**src/rtl/attach_pkg.sv**
```systemverilog
package attach_pkg;
  typedef enum logic {
    SRC_RSENSE  = 1'b0,
    SRC_HOTPLUG = 1'b1
  } src_e;

  localparam int unsigned SYNC_STAGES = 2;
endpackage

```
**src/rtl/attach_sync.sv**
```systemverilog
module attach_sync #(
  parameter int unsigned WIDTH  = 2,
  parameter int unsigned STAGES = 2
) (
  input  logic             clk,
  input  logic             rst_n,
  input  logic [WIDTH-1:0] async_in,
  output logic [WIDTH-1:0] sync_out
);
  logic [WIDTH-1:0] stage_q [STAGES];

  for (genvar s = 0; s < STAGES; s++) begin : g_stage
    logic [WIDTH-1:0] stage_d;
    if (s == 0) begin : g_first
      assign stage_d = async_in;
    end else begin : g_next
      assign stage_d = stage_q[s-1];
    end
    always_ff @(posedge clk or negedge rst_n) begin
      if (!rst_n) begin
        stage_q[s] <= '0;
      end else begin
        stage_q[s] <= stage_d;
      end
    end
  end

  assign sync_out = stage_q[STAGES-1];
endmodule

```
**src/rtl/attach_filter.sv**
```systemverilog
module attach_filter
  import attach_pkg::*;
#(
  parameter int unsigned DEB_CYCLES = 16
) (
  input  logic clk,
  input  logic rst_n,
  input  src_e src_sel,
  input  logic hp_s,
  input  logic rs_s,
  output logic state,
  output logic flip
);
  localparam int unsigned CW = (DEB_CYCLES < 2) ? 1 : $clog2(DEB_CYCLES + 1);
  localparam logic [CW-1:0] LAST = CW'(DEB_CYCLES - 1);

  src_e          sel_q;
  logic          state_q, state_d;
  logic [CW-1:0] cnt_q, cnt_d;
  logic          cand, swap, differ, upd_en;

  assign cand   = (src_sel == SRC_HOTPLUG) ? hp_s : rs_s;
  assign swap   = (sel_q != src_sel);
  assign differ = (cand != state_q);
  assign upd_en = swap || differ || (cnt_q != '0);

  always_comb begin
    state_d = state_q;
    cnt_d   = cnt_q;
    flip    = 1'b0;
    if (swap) begin
      state_d = cand;
      cnt_d   = '0;
    end else if (!differ) begin
      cnt_d   = '0;
    end else if (cnt_q == LAST) begin
      state_d = cand;
      cnt_d   = '0;
      flip    = 1'b1;
    end else begin
      cnt_d   = cnt_q + 1'b1;
    end
  end

  always_ff @(posedge clk or negedge rst_n) begin
    if (!rst_n) begin
      sel_q <= SRC_RSENSE;
    end else begin
      sel_q <= src_sel;
    end
  end

  always_ff @(posedge clk or negedge rst_n) begin
    if (!rst_n) begin
      state_q <= 1'b0;
      cnt_q   <= '0;
    end else if (upd_en) begin
      state_q <= state_d;
      cnt_q   <= cnt_d;
    end
  end

  assign state = state_q;
endmodule

```
**src/rtl/attach_flag.sv**
```systemverilog
module attach_flag (
  input  logic clk,
  input  logic rst_n,
  input  logic set_ev,
  input  logic clr_ev,
  input  logic irq_en,
  output logic pend,
  output logic irq
);
  logic pend_q, pend_d, pend_en;

  assign pend_en = set_ev || clr_ev;

  always_comb begin
    pend_d = pend_q;
    if (set_ev) begin
      pend_d = 1'b1;
    end else if (clr_ev) begin
      pend_d = 1'b0;
    end
  end

  always_ff @(posedge clk or negedge rst_n) begin
    if (!rst_n) begin
      pend_q <= 1'b0;
    end else if (pend_en) begin
      pend_q <= pend_d;
    end
  end

  assign pend = pend_q;
  assign irq  = pend_q & irq_en;
endmodule

```
**src/rtl/attach_detect.sv**
```systemverilog
module attach_detect
  import attach_pkg::*;
#(
  parameter int unsigned DEB_CYCLES = 16
) (
  input  logic clk,
  input  logic rst_n,
  input  logic hpd_pin,
  input  logic rsense_in,
  input  logic src_sel,
  input  logic irq_en,
  input  logic ack_clr,
  output logic attached,
  output logic pending,
  output logic irq
);
  logic [SYNC_STAGES-1:0] rst_pipe_q;
  logic                   rst_int_n;
  logic [1:0]             raw_s;
  logic                   flip;
  src_e                   sel_e;

  always_ff @(posedge clk or negedge rst_n) begin
    if (!rst_n) begin
      rst_pipe_q <= '0;
    end else begin
      rst_pipe_q <= {rst_pipe_q[SYNC_STAGES-2:0], 1'b1};
    end
  end
  assign rst_int_n = rst_pipe_q[SYNC_STAGES-1];

  assign sel_e = src_e'(src_sel);

  attach_sync #(
    .WIDTH  (2),
    .STAGES (SYNC_STAGES)
  ) u_sync (
    .clk      (clk),
    .rst_n    (rst_int_n),
    .async_in ({hpd_pin, rsense_in}),
    .sync_out (raw_s)
  );

  attach_filter #(
    .DEB_CYCLES (DEB_CYCLES)
  ) u_filter (
    .clk     (clk),
    .rst_n   (rst_int_n),
    .src_sel (sel_e),
    .hp_s    (raw_s[1]),
    .rs_s    (raw_s[0]),
    .state   (attached),
    .flip    (flip)
  );

  attach_flag u_flag (
    .clk    (clk),
    .rst_n  (rst_int_n),
    .set_ev (flip),
    .clr_ev (ack_clr),
    .irq_en (irq_en),
    .pend   (pending),
    .irq    (irq)
  );
endmodule

```
**config.mk**
```make
export PLATFORM = sky130hd
export DESIGN_NAME = attach_detect
export DESIGN_NICKNAME = d
export VERILOG_FILES = /design/src/rtl/attach_pkg.sv /design/src/rtl/attach_sync.sv /design/src/rtl/attach_filter.sv /design/src/rtl/attach_flag.sv /design/src/rtl/attach_detect.sv
export SDC_FILE = /design/constraint.sdc
export NUM_CORES = 1
export LEC_CHECK = 0
export ABC_AREA = 1
export ABC_CLOCK_PERIOD_IN_PS = 800
export CAP_MARGIN = 30
export CORE_MARGIN = 2
export CORE_UTILIZATION = 40
export CTS_CLUSTER_DIAMETER = 30
export CTS_CLUSTER_SIZE = 16
export DETAILED_ROUTE_END_ITERATION = 16
export PLACE_DENSITY = 0.62
export SYNTH_ARGS = -nofsm -noshare
export SYNTH_HDL_FRONTEND = slang
export SYNTH_SLANG_ARGS = --single-unit
```
**constraint.sdc**
```tcl
create_clock -name clk -period 0.8 [get_ports clk]
set_input_delay 0.24 -clock clk [delete_from_list [all_inputs] [get_ports clk]]
set_output_delay 0.24 -clock clk [all_outputs]
set_load 0.005 [all_outputs]
```
; Yosys cells after proc, flatten, opt, wreduce, memory -nomap -nowiden
; Cells that the tools add are included.
[totals]
output_inout_bits = 3
word_cells = 33
inputBits = 7
register_bits = 14
[op_classes]
add_sub_neg = 1
bitwise = 1
eq_ne = 3
n_reduce_logical = 9
muxes = 12
[ops]
columns = cell, count
row1 = 5-bit 2-to-1 mux, 3
row2 = 1-bit 2-to-1 mux, 9
row3 = 2-bit nonzero test, 3
row4 = "5-bit by 1-bit adder with 5-bit output, second input constant", 1
row5 = "5-bit by 4-bit == test with 1-bit output, second input constant", 1
row6 = 5-bit nonzero test, 1
row7 = 1-bit logical OR, 3
row8 = 3-bit AND reduction, 1
row9 = 1-bit != test, 2
row10 = 2-bit AND reduction, 1
row11 = 1-bit bitwise AND, 1

; Depth between registers and ports, before layout
[depth]
word_depth = 6
ltp_mapped = 8
ltp_nobuf = 8

; By module
; A second synthesis with hierarchy kept.
[unflattened]
hier_cells = 73
area_unflattened_um2 = 668.1
[modules_own_cells]
columns = mod, cells_per_inst, seq_area_each_um2, n_inst, area_each_um2
row1 = attach_filter, 59, 175.2, 1, 466.7
row2 = attach_sync, 4, 100.1, 1, 100.1
row3 = attach_detect, 3, 50.0, 1, 53.8
row4 = attach_flag, 7, 25.0, 1, 47.5

; Least setup slack after synthesis
; Ideal clock, no wire load.
[synth_timing]
path_type = reg-to-reg
start = register u_filter.cnt_q[0]
end = register u_filter.cnt_q[3]
required_ns = 0.731
setup_ns = 0.069
path_stages_with_launch = 7
path_slack_ns = -0.252
synth_period_minus_slack_ns = 1.052
n_path_buf = 0
arrival_time_ns = 0.983
cell_sequence = dfrtp_1 > ha_1 > nand3_2 > nor2_4 > nor2_4 > nand2_1 > nor2_2
[synth_via]
elab_chain_cells = 4
elab_cells_between_ends = 7
cone_classes = add/sub: 1 / eq/ne: 1 / mux: 3 / reduce/logical: 2
[synth_lines]
columns = item, line_no
row1 = "start, declared", attach_filter.sv:19  ; logic [CW-1:0] cnt_q, cnt_d;
row2 = "start signal, assigned", attach_filter.sv:59  ; cnt_q <= cnt_d;
row3 = 5-bit by 1-bit adder with 5-bit output or 5-bit by 4-bit == test with 1-bit output (tied branches), "attach_filter.sv:41, attach_filter.sv:36"
row4 = 5-bit 2-to-1 mux, attach_filter.sv:36  ; end else if (cnt_q == LAST) begin
row5 = 5-bit 2-to-1 mux, attach_filter.sv:34  ; end else if (!differ) begin
row6 = 5-bit 2-to-1 mux, attach_filter.sv:31  ; if (swap) begin
; Several ways; a longest one is shown, not always the timed one.
; A chain may end at the register's enable or synchronous reset.

; Worst setup path after layout
[layout_timing]
start = register u_filter.cnt_q[1]
end = register u_filter.cnt_q[2]
; Same word-level chain as after synthesis.

==> qor.yml <==
netlist.area_leader.share_pct: 54.1
fillers: 131
crit_required_ps: 960
cts_tree: "done"
hold_violations: 0
grt_pass1_wl_um: 1930
cp.arrival_ps: 1330
status: "finished, violations left"
syn_to_final_growth_pct: 38.0
synth_commonest_cells: "16 x nand2_1, 14 x dfrtp_1, 9 x inv_1"
reg2reg_slack_ps: -360
rsz0062_at_grt: "true"
power.leakage_nw: 0.466
n_antenna_cell: 0
dr.pass1.iters: 4
violations: "negative setup slack"
crit_start: "u_filter.cnt_q[1]"
synthTopCellsByArea: "dfrtp_1 54%, nand2_1 9.3%, nand3_1 6.2%"
syn_inst: 70
crit_fanout: 4
cap_viol_max_count: 0
die_y_um: 44.3
place_inst: 105
via_count: 503
synth_nets: 79
final.setup.tns_ps: -2800
multi_input_area_um2: 299
first_iter_violations: 5
min_period_over_period_pct: 146
die_w_um: 44.3
portBuffers: 9
drive_gt1_share_pct: 37.6
clkLatencyLatePin_ps: 270
numCtsBuffers: 3
setup_viol: 10
synth-seq-area-share_pct: 54.1
dp_hpwl_um: 868
top_usage_layer: "met2"
synth_area_per_cell_um2: 9.26
syn_area_um2: 648
finalWirelength_um: 1120
yosysWarnings: 0
std_cell_rows: 14
cts_num_sinks: 14
met3_usage_pct: 4.08
globalRouteOverflowTotal: 0
async_flop_share_pct: 100
setup_slack_ps: -365
ant_nets: 0
cts.htree.levels: 1
grt_max_degree: 8
ys_ff_latch: 14
ys_types: 16
cp-start-kind: "flop"
core_um2: 1510
finalNetCount: 104
cts_hold_buf: 0
clock-root-buffer: "clkbuf_4"
vias_per_cell: 4.61
crit_type: "reg2reg"
layout.core_utilization_pct: 59.4
cts_buffer_depth: 2
min_period_ps: 1160
slew_viol_final: 0
peakVddDrop_v: 0.00117
p_per_area_nw_per_um2: 1750
fin_cells: 109
die-area_um2: 1960
synth_largest_area_cell: "dfrtp_1"
gr-usage-all-layers_pct: 14.6
register_area_um2: 350
hold_path_class: "in2async"
pre_cts_slack_ps: -702
initial_utilization_pct: 43.0
place.gp.congestion: 0.777
drc_errors: 0
fmax_mhz: 859
grt_use_met2_pct: 21.5
ios: 10
synthMostInstantiatedCell: "nand2_1"
r2r_end: "u_filter.cnt_q[2]"
grt_pass1_vias: 487
hold_slack_ps: 124
worstRegToRegCells: 5
ys.flop_type: "dfrtp_1"
met1_usage_pct: 17.5
r2r_start: "u_filter.cnt_q[1]"
wl_per_cell_um: 10.3
crit_path_end_kind: "flop"
clk_pin_slew_worst_paths_ps: 70
grt_antenna_before_repair: 0
synth_edf_count: 0
clock_skew_ps: 3.30
## cells in the final DEF (no fill, tap or decap)
cell	count
nor2_1	4
conb_1	1
buf_2	3
dlygate4sd2_1	2
nor2_2	2
ha_2	1
inv_1	7
nand3_2	1
clkbuf_4	3
ha_1	1
clkdlybuf4s50_1	4
nand3_4	2
buf_4	10
nand2_4	3
dfrtp_1	14
inv_4	1
xor2_1	1
xnor2_2	1
inv_2	3
nand2_2	2
nand3_1	7
nor2_4	2
o21ai_1	2
nand2_1	15
buf_6	1
## metrics by stage
stage               total power, mW  instance area [um2]
CTS                            1.57                  865
finish                         1.56                  895
global placement               1.15                  836
global route                   1.67                  895
detailed placement             1.16                  836
floorplan                     0.990                  651
## cell type report
type,instances,share of cell area [%]
multi-input combinational,45,33.4
clock buffer,3,2.52
inverter,11,4.90
tap,16,2.24
sequential,14,39.2
timing repair buffer,20,17.8
## registers in the layout (all words and copies together), names as in the netlist
| name | flops |
|---|---|
| u_filter.cnt_q | 5 |
| u_filter.sel_q | 1 |
| u_sync.g_stage.stage_d | 2 |
| u_filter.state | 1 |
| u_flag.pend | 1 |
| u_sync.sync_out | 2 |
| rst_pipe_q | 2 |
## critical path, stage by stage, from the launching register on
cell and delay [ps]:
dfrtp_1 420, ha_2 220, buf_4 130, buf_4 130
xnor2_2 110, nor2_1 50
## what timing repair did
item	in CTS	in global routing
setup buffers	0	1
pin swaps	5	3
resized for setup	21	4
endpoints found under the setup margin	10	10
endpoints found under the hold margin	0	0
## where the power goes
group	switching [mW]	internal (mW)	leakage, nW	total (mW)
registers	0.0368	0.755	0.176	0.792
clock network	0.199	0.174	0.0138	0.374
logic	0.203	0.194	0.276	0.396
## layer usage
layer	vias up	part of all wire [%]
li1	263	-
met1	226	46
met2	12	47
met3	2	6.1
met4	0	1.3
met5	-	0
## cells by family after synthesis
kind of cell,synth area share [%]
compound gates,1.54
xor+xnor,2.70
fa+ha+maj,3.86
buf+inv,6.37
flops,54.1
other cells,0.579
simple gates,30.9
## worst max-delay path by stage
| stage | endpoint | cells past startpoint | slack (ps) |
|---|---|---|---|
| floorplan | u_filter.cnt_q[0] | 6 | -240 |
| global placement | irq | 4 | -700 |
| detailed placement | irq | 4 | -700 |
| CTS | u_filter.state | 6 | -320 |
| global route | u_filter.state | 6 | -420 |
| finish | u_filter.cnt_q[2] | 5 | -360 |
No activity file was read; power rests on OpenSTA's default activity.
